`src/rtl/spi_pace_pkg.sv`:
```
package spi_pace_pkg;

  localparam int CODE_W = 4;   // width of delay and watermark codes
  localparam int DLY_W  = 12;  // holds the largest decoded delay (2048)
  localparam int WM_W   = 10;  // holds the largest watermark level (576)
  localparam int BASE_W = 4;   // holds the largest base gap (15)

  typedef enum logic [1:0] {
    SCK_DIV4   = 2'd0,
    SCK_DIV16  = 2'd1,
    SCK_DIV64  = 2'd2,
    SCK_DIV64B = 2'd3
  } sck_div_e;

  // log-then-linear delay scale
  function automatic logic [DLY_W-1:0] delay_cycles(input logic [CODE_W-1:0] code);
    logic [DLY_W-1:0] val;
    if (code == 4'hF)
      val = DLY_W'(2048);
    else if (code[3])
      val = DLY_W'(code - 4'd6) << 7;
    else
      val = DLY_W'(1) << code[2:0];
    return val;
  endfunction

  // remaining-byte level picked by a watermark code
  function automatic logic [WM_W-1:0] wmark_level(input logic [CODE_W-1:0] code);
    logic [WM_W-1:0] val;
    if (code == 4'h0)
      val = '0;
    else if (!code[3])
      val = WM_W'(1) << (code[2:0] - 3'd1);
    else
      val = WM_W'(code - 4'd6) << 6;
    return val;
  endfunction

  // fixed master gap per SPI clock divider
  function automatic logic [BASE_W-1:0] base_gap(input sck_div_e div);
    logic [BASE_W-1:0] val;
    case (div)
      SCK_DIV4:  val = BASE_W'(8);
      SCK_DIV16: val = BASE_W'(9);
      default:   val = BASE_W'(15);
    endcase
    return val;
  endfunction

endpackage

```
`src/rtl/spi_pace_gap.sv`:
```
module spi_pace_gap #(
  parameter int GAP_W = 13
) (
  input  logic             clk,
  input  logic             rst_n,
  input  logic             start_i,
  input  logic [GAP_W-1:0] len_i,
  output logic             load_ok_o
);

  logic [GAP_W-1:0] gap_q, gap_d;
  logic             gap_en;

  always_comb begin
    gap_en = start_i || (gap_q != '0);
    gap_d  = start_i ? len_i : (gap_q - GAP_W'(1));
  end

  always_ff @(posedge clk or negedge rst_n) begin
    if (!rst_n)      gap_q <= '0;
    else if (gap_en) gap_q <= gap_d;
  end

  assign load_ok_o = (gap_q == '0);


  gap_hold_chk: assert property (@(posedge clk) disable iff (!rst_n)
    start_i |=> !load_ok_o);


  gap_step_chk: assert property (@(posedge clk) disable iff (!rst_n)
    (!start_i && gap_q != '0) |=> (gap_q == $past(gap_q) - GAP_W'(1)));

endmodule

```
`src/rtl/spi_pace_tmo.sv`:
```
module spi_pace_tmo #(
  parameter int TMO_W = 12
) (
  input  logic             clk,
  input  logic             rst_n,
  input  logic             start_i,
  input  logic             arm_i,
  input  logic [TMO_W-1:0] len_i,
  output logic             fire_o
);

  logic [TMO_W-1:0] cnt_q, cnt_d;
  logic             armed_q, armed_d;
  logic             fire_q, fire_d;
  logic             cnt_en, expire;

  always_comb begin
    expire  = armed_q && (cnt_q == TMO_W'(1));
    cnt_en  = start_i || (cnt_q != '0);
    cnt_d   = start_i ? len_i : (cnt_q - TMO_W'(1));
    armed_d = armed_q;
    fire_d  = 1'b0;
    if (start_i) begin
      armed_d = arm_i;
    end else if (expire) begin
      armed_d = 1'b0;
      fire_d  = 1'b1;
    end
  end

  always_ff @(posedge clk or negedge rst_n) begin
    if (!rst_n) begin
      cnt_q   <= '0;
      armed_q <= 1'b0;
      fire_q  <= 1'b0;
    end else begin
      if (cnt_en) cnt_q <= cnt_d;
      armed_q <= armed_d;
      fire_q  <= fire_d;
    end
  end

  assign fire_o = fire_q;


  tmo_cancel_chk: assert property (@(posedge clk) disable iff (!rst_n)
    start_i |=> !fire_o);


  tmo_unarmed_chk: assert property (@(posedge clk) disable iff (!rst_n)
    (start_i && !arm_i) |=> !armed_q);

endmodule

```
`src/rtl/spi_pace_wmark.sv`:
```
module spi_pace_wmark
  import spi_pace_pkg::*;
#(
  parameter int CNT_W = 10
) (
  input  logic              clk,
  input  logic              rst_n,
  input  logic              sample_i,
  input  logic [CODE_W-1:0] code_i,
  input  logic [CNT_W-1:0]  count_i,
  output logic              fire_o
);

  logic [CODE_W-1:0] code_q;
  logic              hit, hit_q, fire_q;

  always_comb begin
    hit = (count_i == CNT_W'(wmark_level(code_q)));
  end

  always_ff @(posedge clk or negedge rst_n) begin
    if (!rst_n) begin
      code_q <= '0;
      hit_q  <= 1'b1;
      fire_q <= 1'b0;
    end else begin
      if (sample_i) code_q <= code_i;
      hit_q  <= hit;
      fire_q <= hit && !hit_q;
    end
  end

  assign fire_o = fire_q;


  wm_once_chk: assert property (@(posedge clk) disable iff (!rst_n)
    fire_o |=> !fire_o);


  wm_latch_chk: assert property (@(posedge clk) disable iff (!rst_n)
    !sample_i |=> $stable(code_q));

endmodule

```
`src/rtl/spi_dma_pacer.sv`:
```
module spi_dma_pacer
  import spi_pace_pkg::*;
#(
  parameter int CNT_W = 10
) (
  input  logic             clk,
  input  logic             rst_n,
  input  logic             byte_done_i,
  input  logic [CNT_W-1:0] bytes_left_i,
  input  logic             master_i,
  input  logic [1:0]       div_sel_i,
  input  logic [3:0]       delay_code_i,
  input  logic [3:0]       wmark_code_i,
  input  logic             dly_irq_en_i,
  output logic             load_ok_o,
  output logic             irq_o
);

  localparam int GAP_W = DLY_W + 1;

  logic [GAP_W-1:0] gap_len;
  logic [DLY_W-1:0] dly_val;
  logic [GAP_W-1:0] base_ext;
  logic             tmo_fire, wm_fire;

  always_comb begin
    dly_val  = delay_cycles(delay_code_i);
    base_ext = GAP_W'(base_gap(sck_div_e'(div_sel_i)));
    if (!master_i)
      gap_len = GAP_W'(1);
    else if (dly_irq_en_i)
      gap_len = base_ext + GAP_W'(1);
    else
      gap_len = base_ext + GAP_W'(dly_val);
  end

  spi_pace_gap #(.GAP_W(GAP_W)) gap_i (
    .clk       (clk),
    .rst_n     (rst_n),
    .start_i   (byte_done_i),
    .len_i     (gap_len),
    .load_ok_o (load_ok_o)
  );

  spi_pace_tmo #(.TMO_W(DLY_W)) tmo_i (
    .clk     (clk),
    .rst_n   (rst_n),
    .start_i (byte_done_i),
    .arm_i   (dly_irq_en_i),
    .len_i   (dly_val),
    .fire_o  (tmo_fire)
  );

  spi_pace_wmark #(.CNT_W(CNT_W)) wm_i (
    .clk      (clk),
    .rst_n    (rst_n),
    .sample_i (byte_done_i),
    .code_i   (wmark_code_i),
    .count_i  (bytes_left_i),
    .fire_o   (wm_fire)
  );

  assign irq_o = tmo_fire | wm_fire;


  slave_gap_chk: assert property (@(posedge clk) disable iff (!rst_n)
    (byte_done_i && !master_i) ##1 !byte_done_i |=> load_ok_o);


  master_gap_chk: assert property (@(posedge clk) disable iff (!rst_n)
    (byte_done_i && master_i) ##1 !byte_done_i |=> !load_ok_o);

endmodule

```
`config.mk`:
```
export PLATFORM = sky130hd
export DESIGN_NAME = spi_dma_pacer
export DESIGN_NICKNAME = d
export VERILOG_FILES = /design/src/rtl/spi_pace_pkg.sv /design/src/rtl/spi_pace_gap.sv /design/src/rtl/spi_pace_tmo.sv /design/src/rtl/spi_pace_wmark.sv /design/src/rtl/spi_dma_pacer.sv
export SDC_FILE = /design/constraint.sdc
export NUM_CORES = 1
export LEC_CHECK = 0
export BUFFER_PORTS_ARGS = -buffer_cell sky130_fd_sc_hd__buf_2
export CORE_MARGIN = 2
export CORE_UTILIZATION = 54
export CTS_CLUSTER_SIZE = 40
export DETAILED_ROUTE_END_ITERATION = 16
export PLACE_DENSITY = 0.89
export SLEW_MARGIN = 5
export SYNTH_ARGS = -nofsm -noshare
export SYNTH_HDL_FRONTEND = slang
export SYNTH_HIERARCHICAL = 1
export SYNTH_SLANG_ARGS = --single-unit
```
`constraint.sdc`:
```
create_clock -name clk -period 1.6 [get_ports clk]
set_clock_uncertainty 0.05 [all_clocks]
set_input_delay 0.08 -clock clk [delete_from_list [all_inputs] [get_ports clk]]
set_output_delay 0.08 -clock clk [all_outputs]
set_load 0.005 [all_outputs]
```
## Word level (Yosys, flattened, before mapping)

Cells that the tools add are included.

- Bitwise gates (word level): 1
- Reductions and logical operators: 11
- Eq/ne operators: 4
- Mux-type cells: 13
- Shifts and indexed selects: 2
- Add/sub/neg operators: 7

Operator list:

| operator | count |
|---|---|
| 13-bit two-way mux | 3 |
| 12-bit two-way mux | 3 |
| 10-bit two-way mux | 2 |
| 4-bit by 12-bit adder with 13-bit output | 1 |
| 13-bit zero test | 1 |
| 13-bit nonzero test | 1 |
| 13-bit by 1-bit subtractor with 13-bit output (second input constant) | 1 |
| 12-bit by 1-bit == test with 1-bit output (second input constant) | 1 |
| 12-bit nonzero test | 1 |
| 1-bit by 3-bit left shift with 12-bit output (first input constant) | 1 |
| 12-bit by 1-bit subtractor with 12-bit output (second input constant) | 1 |
| 10-bit == test | 1 |
| 1-bit by 3-bit left shift with 10-bit output (first input constant) | 1 |
| 3-bit one-hot mux with 2 select lines | 1 |
| 4-bit by 1-bit adder with 5-bit output (second input constant) | 1 |
| 4-bit by 3-bit subtractor with 5-bit output (second input constant) | 1 |
| 4-bit == test (second input constant) | 1 |
| 4-bit zero test | 1 |
| 1-bit two-way mux | 4 |
| 4-bit by 3-bit subtractor with 4-bit output (second input constant) | 1 |
| 3-bit by 1-bit subtractor with 3-bit output (second input constant) | 1 |
| 2-bit by 1-bit == test with 1-bit output (second input constant) | 1 |
| 1-bit logical AND | 2 |
| 2-bit zero test | 1 |
| other kinds (4) | 5 |

- Input port bits: 25
- Output and inout bits: 2
- Register bits after elaboration: 33
- Word-level logic and storage cells: 45

## Depth between registers and ports, before layout

Gate-level depths: netlist of run 1.

- Depth in word-level cells: 7
- Mapped depth: 10
- Depth with buffers taken out: 9

## By module

Netlist of run 1, hierarchy kept.

By module, submodules not included:

| module | area an instance (µm²) | cells an instance | instances | seq. area each (µm²) |
|---|---|---|---|---|
| spi_pace_tmo | 839.6 | 87 | 1 | 350.3 |
| spi_pace_gap | 767.0 | 82 | 1 | 325.3 |
| spi_pace_wmark | 495.5 | 50 | 1 | 151.4 |
| spi_dma_pacer | 454.2 | 67 | 1 | 0.0 |

## Worst setup path after synthesis of run 1

Ideal clock, no wire load.

- Path kind: input port to flip-flop
- Start: input delay_code_i[1]
- End: register gap_i.gap_q[1]
- Required time: 1.425 ns
- Slack: -0.343 ns
- Arrival time: 1.768 ns
- Library setup time: 0.125 ns
- Cell stages on the path: 9
- Path buffers: 1
- Path through: buf_6 nor4_1 ha_1 inv_1 fa_1 nor2_1 a31oi_1 nor2b_1 mux2_2

- Cells in the longest elaborated chain, start to end: 7
- Elaborated cells on any way between the ends: 8
- Those cells by class: 1 x add/sub; 1 x eq/ne; 1 x shift; 5 x mux

Ends and longest elaborated chain:

| what | RTL line | text |
|---|---|---|
| start: declaration | spi_dma_pacer.sv:12 | `input logic [3:0] delay_code_i,` |
| 1-bit by 3-bit left shift with 12-bit output | spi_pace_pkg.sv:23 | `val = DLY_W'(1) << code[2:0];` |
| 12-bit two-way mux | spi_pace_pkg.sv:20 | `else if (code[3])` |
| 12-bit two-way mux (*) | spi_pace_pkg.sv:18 | `if (code == 4'hF)` |
| named net dly_val[0] | spi_dma_pacer.sv:22 | `logic [DLY_W-1:0] dly_val;` |
| 4-bit by 12-bit adder with 13-bit output (*) | spi_dma_pacer.sv:34 | `gap_len = base_ext + GAP_W'(dly_val);` |
| 13-bit two-way mux (*) | spi_dma_pacer.sv:31 | `else if (dly_irq_en_i)` |
| 13-bit two-way mux (*) | spi_dma_pacer.sv:29 | `if (!master_i)` |
| named net gap_len[1] | spi_dma_pacer.sv:21 | `logic [GAP_W-1:0] gap_len;` |
| 13-bit two-way mux (*) | spi_pace_gap.sv:16 | `gap_d = start_i ? len_i : (gap_q - GAP_W'(1));` |
| end signal: assignment | spi_pace_gap.sv:21 | `else if (gap_en) gap_q <= gap_d;` |
| end: declaration | spi_pace_gap.sv:11 | `logic [GAP_W-1:0] gap_q, gap_d;` |

The timed path passes the listed nets; every way through them passes the cells marked *.
A chain may end at the register's enable or synchronous reset.

## Worst setup path after layout of run 1

- Start: register gap_i.gap_q[1]
- End: register gap_i.gap_q[11]

- Cells in the longest elaborated chain, start to end: 2
- Elaborated cells on any way between the ends: 4
- Those cells by class: 1 x add/sub; 1 x mux; 2 x reduce/logical

Ends and longest elaborated chain:

| what | RTL line |
|---|---|
| 13-bit by 1-bit subtractor with 13-bit output / 13-bit nonzero test (equally long branches) | spi_pace_gap.sv:16, spi_pace_gap.sv:15 |
| 13-bit two-way mux / 1-bit logical OR (equally long branches) | spi_pace_gap.sv:16, spi_pace_gap.sv:15 |

Parallel ways exist; a longest one is shown, timed or not.

==> results.json, run 1 <==
{
  "rows": 25,
  "cp-end-kind": "flip-flop",
  "overflow": 0,
  "ys_top_cells_by_count": "dfrtp_1 (32), nand2_1 (27), nor2_1 (19), xnor2_1 (16), o21ai_0 (15)",
  "cts_htree_levels": 2,
  "first_pass_iters": 5,
  "io-pin-count": 27,
  "syn_area_mm2": 0.00256,
  "drt_wl_total_mm": 10.6,
  "nets": 426,
  "ys_async_sr_fraction_pct": 100,
  "grt_pass1_wl_mm": 13.0,
  "avgSynthCellArea_um2": 8.94,
  "holdPathEnd": "wm_i/hit_q$_DFF_PN1_",
  "r2r-end": "gap_i/gap_q[11]$_DFFE_PN0P_",
  "synth_top_area_cell": "dfrtp_1",
  "synth_cell_type_count": 68,
  "finalCritPeriodShare_pct": 115,
  "die_area_mm2": 0.00530,
  "crit_arrival_ps": 1990,
  "die_y_um": 72.8,
  "cts.sinks": 33,
  "clock_latency_ps": 290,
  "drv_slew": 0,
  "timing.fmax_mhz": 542,
  "cellPowerDensity_mw_per_mm2": 1110,
  "synth_area_leaders": "dfrtp_1 (31%), xnor2_1 (5.5%), ha_1 (4.9%)",
  "grt_util_met1_pct": 36.9,
  "crit_path_start": "gap_i/gap_q[1]$_DFFE_PN0P_",
  "ant_nets": 0,
  "start_util_pct": 55.2,
  "grt_max_degree": 34,
  "hold_start": "bytes_left_i[0]",
  "dp_hpwl_mm": 4.82,
  "r2r_cells": 4,
  "synth.most_common_cell": "dfrtp_1",
  "synth_seq_cells": 33,
  "use_met2_pct": 57.6,
  "synth_ff_type": "dfrtp_1",
  "cts_made_buffers": 5,
  "hp-class": "in2reg",
  "design.core.area_mm2": 0.00463,
  "chipWidth_um": 72.8,
  "worstMarginPinSlew_ps": 760,
  "routed_via_density": 6.96,
  "diodes": 0,
  "dr_total_vias": 3096,
  "ir_drop_v": 0.000547,
  "finalSetupTns_ps": -2240,
  "p_total_mw": 4.41,
  "cts_tree": "done",
  "gp_congestion": 0.833,
  "rsz0062_at_grt": "true",
  "max_cap_viol_count": 0,
  "path_clk_slew_ps": 80,
  "setup_ws_ps": -246,
  "antenna_found_initial": 0,
  "setup-violations-final": 26,
  "slew_headroom_pct": 49.3,
  "syn_nets": 322,
  "power.leakage_nw": 1.68,
  "worstSetupStartpointType": "flip-flop",
  "grtUsageTotal_pct": 31.8,
  "port_buffers": 26,
  "finalCriticalPeriod_ps": 1850,
  "critical_path_peak_fanout": 5,
  "grt_pass1_vias": 2755,
  "drc": 0,
  "synth-warning-count": 6,
  "finalHoldWorstSlack_ps": 61.1,
  "r2r-start": "gap_i/gap_q[1]$_DFFE_PN0P_",
  "grtUsageMet3_pct": 5.39,
  "final_hold_viol_count": 0,
  "top_usage_layer": "met2",
  "crit_type": "reg2reg",
  "outcome": "finished with violations",
  "cts_buffer_depth": 2,
  "syn2layout_area_growth_pct": 54.9,
  "drt-wirelength-per-cell_um": 23.8,
  "drive_gt1_share_pct": 54.0,
  "synthCells": 286,
  "reg2reg_slack_ps": -250,
  "cp_data_required_time_ps": 1740,
  "root_buffer": "clkbuf_8",
  "synth_edf_count": 0,
  "min_path_cells": 4,
  "violations": "setup timing",
  "synth.top_cell.area_share_pct": 31.3,
  "ys_seq_area_share_pct": 32.4,
  "drt-initial-drc-count": 344
}
-- flip-flops by register name (all words and copies together) (netlist names) --
register / count
gap_i/gap_q: 13
tmo_i/armed_q: 1
tmo_i/cnt_q: 12
tmo_i/fire_o: 1
wm_i/code_q: 4
wm_i/fire_o: 1
wm_i/hit_q: 1
-- logic make-up (layout without fill, tap and decap cells) --
family          Yosys count  in the layout  synth area share (%)
compound gates           60             60                  15.5
xor+xnor                 20             20                  6.85
fa+ha+maj                11             11                  5.68
buf+inv                  27            131                  5.38
flops                    33             33                  32.4
mux                       6              6                  2.59
other cells               1              1                 0.147
simple gates            128            129                  31.5
-- how the worst max path moves through the flow --
| stage | cells after the start | slack [ps] | end |
|---|---|---|---|
| final | 4 | -250 | gap_i/gap_q[11]$_DFFE_PN0P_ |
| after detailed placement | 10 | -420 | gap_i/gap_q[4]$_DFFE_PN0P_ |
| after global routing | 6 | -230 | load_ok_o |
| after CTS | 6 | -130 | load_ok_o |
| after floorplan | 9 | -240 | gap_i/gap_q[1]$_DFFE_PN0P_ |
| after global placement | 10 | -320 | gap_i/gap_q[4]$_DFFE_PN0P_ |
-- area by class of cell --
type / count / area (µm²)
Clock buffer: 7 / 86.3
Clock inverter: 1 / 30.0
Fill cell: 194 / 671
Inverter: 13 / 51.3
Multi-Input combinational cell: 227 / 2080
Sequential cell: 33 / 833
Tap cell: 54 / 67.6
Timing Repair Buffer: 110 / 811
-- cell usage in the layout, fill, tap and decap left out, types with 6 or more instances in the layout --
master,count
nor4_4,8
xnor2_1,13
nor2_1,16
nand3_1,6
dfrtp_1,27
o21ai_1,11
a21oi_1,6
buf_4,74
buf_6,8
buf_2,23
inv_1,6
clkbuf_8,6
nand2_1,24
-- routing by layer --
layer	vias up	wire (µm)
met5	-	0
met2	282	5050
li1	1250	-
met1	1468	3780
met4	0	729
met3	96	1010
-- through the flow --
| stage | cell area, µm² | util, % | cells | worst slack (ps) |
|---|---|---|---|---|
| 4_1_cts | 3550 | 76.6 | 432 | -128 |
| 5_1_grt | 3960 | 85.5 | 445 | -234 |
| 2_1_floorplan | 2600 | - | 286 | -242 |
| 3_3_place_gp | 3110 | 67.3 | 407 | -316 |
| 6_report | 3960 | 85.5 | 445 | -246 |
| 3_5_place_dp | 3110 | 67.3 | 407 | -421 |
-- timing repair --
item                                   CTS  global route
setup endpoints to repair               28            30
cloned                                   1             0
endpoints found under the hold margin   36             0
pin swaps                               18            33
buffers inserted                        11            14
resized for setup                       39            77
hold buffers                             5             0
-- report_power, final --
part	switching (mW)	leakage (nW)	internal [mW]	total [mW]
logic	1.19	1.22	1.16	2.35
clock network	0.326	0.0585	0.508	0.834
registers	0.229	0.410	0.999	1.23
total	1.75	1.68	2.66	4.41
-- critical path, stage by stage, from the launching register on --
cell and delay [ps]:
dfrtp_1 430, or3_4 500, nor4_4 350, xnor2_1 160, o21ai_1 240
(Power assumes the default switching activity.)
==> inputs of run 2 (changes only) <==
--- a/config.mk
+++ b/config.mk
@@ -5,12 +5,13 @@
 export SDC_FILE = /design/constraint.sdc
 export NUM_CORES = 1
 export LEC_CHECK = 0
-export BUFFER_PORTS_ARGS = -buffer_cell sky130_fd_sc_hd__buf_2
 export CORE_MARGIN = 2
-export CORE_UTILIZATION = 54
+export CORE_UTILIZATION = 58
+export CTS_BUF_LIST = sky130_fd_sc_hd__clkbuf_16
 export CTS_CLUSTER_SIZE = 40
 export DETAILED_ROUTE_END_ITERATION = 16
-export PLACE_DENSITY = 0.89
+export DONT_BUFFER_PORTS = 1
+export PLACE_DENSITY = 0.88
 export SLEW_MARGIN = 5
 export SYNTH_ARGS = -nofsm -noshare
 export SYNTH_HDL_FRONTEND = slang
==> run 2 against run 1 <==
  * The run ends with hold timing, setup timing left
  * Sequential power hardly changed
  * Clock power is 34% higher
  * First-iteration DRC count is 28% lower
  * Global-route usage is 1.9 points higher
  * Flip-flop and latch count stayed put
  * Cell count is 5.6% lower
  * Wire length is 8.6% lower
  * Fmax is 0.62% lower
  * Sequential share of layout area is 0.38 points higher
  * Die area is 6.5% lower
  * Combinational power is 6% lower
  * Final area is 2.4% lower
  * Largest cell class unchanged
==> results.json, run 2 (same netlist as run 1, synthesis figures left out) <==
{
  "final_area_mm2": 0.00386,
  "pre_cts_ws_ps": -236,
  "hp-class": "in2reg",
  "antenna_found_initial": 0,
  "power.leakage_nw": 1.61,
  "diodes": 0,
  "design.core.area_mm2": 0.00429,
  "path_clk_slew_ps": 60,
  "r2r-end": "gap_i/gap_q[2]$_DFFE_PN0P_",
  "first_pass_iters": 5,
  "routed_via_density": 6.65,
  "timing.fmax_mhz": 538,
  "setup_ws_ps": -258,
  "n_fill_cell": 172,
  "top_register": "gap_i/gap_q",
  "crit_arrival_ps": 1960,
  "drc": 0,
  "largest_reg_flops": 13,
  "io-pin-count": 27,
  "chipWidth_um": 70.4,
  "grt_pass1_vias": 2653,
  "drt-wirelength-per-cell_um": 23.0,
  "syn2layout_area_growth_pct": 51.2,
  "hold_buffers": 19,
  "drt_wl_total_mm": 9.66,
  "root_buffer": "clkbuf_16",
  "mostFrequentLayoutCell": "buf_4",
  "cts_tree": "done",
  "p_total_mw": 4.52,
  "crit_path_start": "gap_i/gap_q[0]$_DFFE_PN0P_",
  "dr_total_vias": 2791,
  "cts_buffer_depth": 2,
  "rsz0062_at_grt": "true",
  "grt_pass1_wl_mm": 13.0,
  "r2r-start": "gap_i/gap_q[0]$_DFFE_PN0P_",
  "r2r_cells": 9,
  "grt_max_degree": 40,
  "dp_hpwl_mm": 4.80,
  "dpl_cell_area_mm2": 0.00294,
  "final_hold_viol_count": 15,
  "finalCritPeriodShare_pct": 116,
  "start_util_pct": 59.5,
  "ant_nets": 0,
  "finalHoldWorstSlack_ps": -180,
  "cellPowerDensity_mw_per_mm2": 1170,
  "finalSetupTns_ps": -2480,
  "setup-violations-final": 28,
  "die_area_mm2": 0.00495,
  "ir_drop_v": 0.000779,
  "reg2reg_slack_ps": -260,
  "violations": "hold timing, setup timing",
  "finalCriticalPeriod_ps": 1860,
  "crit_type": "reg2reg",
  "port_buffers": 0,
  "clock_latency_ps": 280,
  "die_y_um": 70.4,
  "largestRegisters": "gap_i/gap_q (13), tmo_i/cnt_q (12), wm_i/code_q (4)",
  "overflow": 0,
  "cts_made_buffers": 5,
  "final_util_pct": 90.0,
  "critical_path_peak_fanout": 3,
  "grtUsageTotal_pct": 33.7,
  "layout_common_cells": "buf_4 (58), dfrtp_1 (31), nand2_1 (25)",
  "worstSetupStartpointType": "flip-flop",
  "cp-end-kind": "flip-flop",
  "drive_gt1_share_pct": 44.3,
  "gp_congestion": 0.845,
  "max_cap_viol_count": 0,
  "cts_htree_levels": 2,
  "drt-initial-drc-count": 249,
  "drv_slew": 0,
  "cp_data_required_time_ps": 1710,
  "nets": 403,
  "outcome": "finished with violations",
  "cp-endpoint": "gap_i/gap_q[2]$_DFFE_PN0P_",
  "cts.sinks": 33,
  "rows": 24
}
## run 2: cell types whose count changed in the layout (fill, tap and decap cells not counted), moves of 4 or more
cell	change
clkbuf_8	-6
o21ai_1	-4
dfrtp_1	+4
dlygate4sd3_1	+13
buf_2	-23
clkbuf_16	+5
dfrtp_2	-4
buf_4	-16
## run 2: per-stage QoR
stage	instances	hold WS [ps]
2_1_floorplan	286	-266
3_3_place_gp	373	-265
3_5_place_dp	373	-265
4_1_cts	406	-168
5_1_grt	420	-184
6_report	420	-180
## run 2: cell type report
class                   instances  area, µm²  share of cell area [%]
repair buffers                 88        768                    19.9
inverters                      13       51.3                    1.33
clock inverters                 3       46.3                    1.20
flip-flops and latches         33        828                    21.4
multi-input cells             226       1980                    51.2
clock buffers                   5        125                    3.24
well taps                      52       65.1                    1.68
## run 2: metal layers
| layer | wire length, µm | vias up | global-route usage, % |
|---|---|---|---|
| met3 | 619 | 56 | 6.35 |
| li1 | - | 1203 | - |
| met5 | 0 | - | 0 |
| met4 | 585 | 0 | 14.3 |
| met2 | 4860 | 172 | 59.3 |
| met1 | 3600 | 1360 | 39.7 |
## run 2: what timing repair did
action	CTS	global route
buffers inserted	7	14
pin swaps	15	21
endpoints found under the setup margin	23	29
gates resized for setup	32	57
cloned	0	0
hold endpoints to repair	60	15
## run 2: worst min path at each step
| stage | startpoint | end | slack [ps] | cells after the start |
|---|---|---|---|---|
| CTS | byte_done_i | tmo_i/cnt_q[4]$_DFFE_PN0P_ | -170 | 1 |
| floorplan | rst_n | gap_i/gap_q[0]$_DFFE_PN0P_ | -270 | 0 |
| finish | byte_done_i | tmo_i/fire_o$_DFF_PN0_ | -180 | 1 |
| detailed placement | rst_n | gap_i/gap_q[2]$_DFFE_PN0P_ | -260 | 0 |
| global placement | rst_n | gap_i/gap_q[2]$_DFFE_PN0P_ | -260 | 0 |
| global route | byte_done_i | tmo_i/fire_o$_DFF_PN0_ | -180 | 1 |
## run 2: report_power, final
group	switching, mW	total (mW)	leakage [nW]	internal, mW
Clock	0.380	1.12	0.0800	0.737
Combinational	1.07	2.21	1.11	1.14
Sequential	0.202	1.20	0.414	0.996
Total	1.65	4.52	1.61	2.87
## run 2: critical path: stages (launching register included)
cell	delay, ps
dfrtp_1	380
inv_2	70
ha_2	170
nor3b_2	150
nand4b_1	150
buf_4	160
inv_4	40
buf_6	110
buf_4	130
o31ai_1	330
==> inputs of run 3 (changes only) <==
--- a/config.mk
+++ b/config.mk
@@ -6,12 +6,13 @@
 export NUM_CORES = 1
 export LEC_CHECK = 0
 export CORE_MARGIN = 2
-export CORE_UTILIZATION = 58
+export CORE_UTILIZATION = 25
 export CTS_BUF_LIST = sky130_fd_sc_hd__clkbuf_16
 export CTS_CLUSTER_SIZE = 40
 export DETAILED_ROUTE_END_ITERATION = 16
 export DONT_BUFFER_PORTS = 1
-export PLACE_DENSITY = 0.88
+export PLACE_DENSITY = 0.52
+export REMOVE_ABC_BUFFERS = 1
 export SLEW_MARGIN = 5
 export SYNTH_ARGS = -nofsm -noshare
 export SYNTH_HDL_FRONTEND = slang
==> run 3 against run 2 <==
  * Combinational power is 24% lower
  * Via count is 15% lower
  * Worst setup slack better by 100 ps
  * Sequential power about the same
  * Total power shrank 16%
  * Hold slack improved by 190 ps
  * Critical path type is now reg2out
  * Critical endpoint is now load_ok_o
  * Sequential share of layout area up 1.1 points
  * Utilization shrank 53 points
  * The run ends with setup timing left
  * Final area is 4.5% lower
==> results.json, run 3 (same netlist as run 1, synthesis figures left out) <==
{
  "outcome": "finished with violations",
  "crit_path_start": "gap_i/gap_q[0]$_DFFE_PN0P_",
  "start_util_pct": 25.9,
  "r2r_cells": 7,
  "mostFrequentLayoutCell": "buf_4",
  "cts_htree_levels": 2,
  "drive_gt1_share_pct": 38.5,
  "antenna_found_initial": 0,
  "crit_family": "buffers and inverters",
  "n_fill_cell": 989,
  "final_cells": 489,
  "p_total_mw": 3.80,
  "nets": 391,
  "grt_max_degree": 35,
  "crit_type": "reg2out",
  "path_clk_slew_ps": 60,
  "design.core.area_mm2": 0.00986,
  "finalCritPeriodShare_pct": 110,
  "drt-initial-drc-count": 127,
  "finalHoldWorstSlack_ps": 7.02,
  "layout_common_cells": "buf_4 (58), dfrtp_1 (29), nand2_1 (25)",
  "routed_via_density": 4.88,
  "final_hold_viol_count": 0,
  "chipWidth_um": 105,
  "io-pin-count": 27,
  "drv_slew": 0,
  "pre_cts_ws_ps": -305,
  "setup-violations-final": 17,
  "power.leakage_nw": 1.50,
  "drt_wl_total_mm": 7.11,
  "multi_input_area_mm2": 0.00186,
  "die_y_um": 105,
  "placedCellCount": 458,
  "regArea_um2": 831,
  "grt_pass1_vias": 2453,
  "clock_latency_ps": 280,
  "finalCriticalPeriod_ps": 1760,
  "r2r-start": "gap_i/gap_q[0]$_DFFE_PN0P_",
  "path_cells": "inv_1, ha_1, nor3b_1, nand4b_1, buf_4, inv_4, buf_6",
  "cts_made_buffers": 5,
  "drc": 0,
  "cts.sinks": 33,
  "drt-wirelength-per-cell_um": 14.5,
  "largestRegisters": "gap_i/gap_q (13), tmo_i/cnt_q (12), wm_i/code_q (4)",
  "cp_data_required_time_ps": 1470,
  "grtUsageTotal_pct": 12.8,
  "reg2reg_slack_ps": -150,
  "crit_arrival_ps": 1630,
  "dr_total_vias": 2384,
  "critical_path_peak_fanout": 3,
  "setup_ws_ps": -157,
  "ir_drop_v": 0.000456,
  "crit_cells": 7,
  "critPathMaxStageDelay_ps": 370,
  "root_buffer": "clkbuf_16",
  "rows": 36,
  "cp-endpoint": "load_ok_o",
  "r2r-end": "gap_i/gap_q[1]$_DFFE_PN0P_",
  "grt_pass1_wl_mm": 11.6,
  "gp_congestion": 0.798,
  "cellPowerDensity_mw_per_mm2": 1030,
  "diodes": 0,
  "largest_reg_flops": 13,
  "dp_hpwl_mm": 4.72,
  "ant_nets": 0,
  "rsz0062_at_grt": "true",
  "die_area_mm2": 0.0110,
  "syn2layout_area_growth_pct": 44.4,
  "top_register": "gap_i/gap_q",
  "max_cap_viol_count": 0,
  "worstSetupStartpointType": "flip-flop",
  "critPathSlowestCell": "dfrtp_1",
  "cts_buffer_depth": 2,
  "timing.fmax_mhz": 569,
  "cp-end-kind": "output port",
  "cts_tree": "done",
  "overflow": 0,
  "hp-class": "in2reg",
  "cp_num_buf_inv": 4,
  "violations": "setup timing",
  "first_pass_iters": 4,
  "port_buffers": 0
}
[run 3: cell count changes in the layout (fill, tap and decap cells not counted), moves of 5 or more]
cell,before,now
xnor2_2,6,1
o21ai_2,7,1
xnor2_1,10,15
dlygate4sd3_1,18,11
buf_6,10,5
o21ai_0,7,13
[run 3: per-stage QoR]
stage	setup TNS [ps]	utilization, %	cell area [µm²]
after global placement	-2290	30.7	3030
final	-932	37.4	3690
after CTS	-966	35.1	3460
after floorplan	-492	-	2470
after global routing	-3600	37.4	3690
after detailed placement	-2580	30.7	3030
[run 3: area by class of cell]
| class | instances | share of cell area [%] |
|---|---|---|
| Sequential cell | 33 | 22.5 |
| Timing Repair Buffer | 76 | 17.4 |
| Inverter | 13 | 1.39 |
| Clock inverter | 3 | 0.474 |
| Tap cell | 133 | 4.51 |
| Clock buffer | 5 | 3.39 |
| Multi-Input combinational cell | 226 | 50.4 |
[run 3: worst min path at each step]
stage / startpoint / depth (start not counted) / to / slack (ps)
after global placement: rst_n / 0 / tmo_i/cnt_q[7]$_DFFE_PN0P_ / -260
after floorplan: rst_n / 0 / gap_i/gap_q[0]$_DFFE_PN0P_ / -270
final: bytes_left_i[8] / 3 / wm_i/hit_q$_DFF_PN1_ / 7
after global routing: bytes_left_i[8] / 3 / wm_i/hit_q$_DFF_PN1_ / 10
after CTS: bytes_left_i[1] / 3 / wm_i/hit_q$_DFF_PN1_ / 4
after detailed placement: rst_n / 0 / tmo_i/cnt_q[7]$_DFFE_PN0P_ / -260
[run 3: worst register-to-register path, delay by kind of cell, from the launching register on]
family,cells,cell delay (ps)
flops,1,370
simple gates,2,390
buf+inv,2,310
mux,2,360
fa+ha+maj,1,160
[run 3: report_power, final]
group,internal [mW],leakage (nW),switching (mW)
Sequential,0.998,0.412,0.168
Clock,0.570,0.0696,0.375
Combinational,0.918,1.01,0.775
Total,2.49,1.50,1.32
[run 3: layer usage]
layer  share of wire [%]  global-route usage (%)  up-vias
li1                    -                       -     1180
met1                  46                    16.8     1143
met2                  49                    21.6       53
met3                 4.4                    2.43        8
met4                 1.1                    3.14        0
met5                   0                       0        -
[run 3: timing repair]
action | in CTS | in global routing
gates resized for setup | 22 | 39
pin swaps | 16 | 16
hold buffers | 11 | 2
endpoints found under the hold margin | 59 | 1
setup endpoints to repair | 22 | 29
buffers inserted | 8 | 3
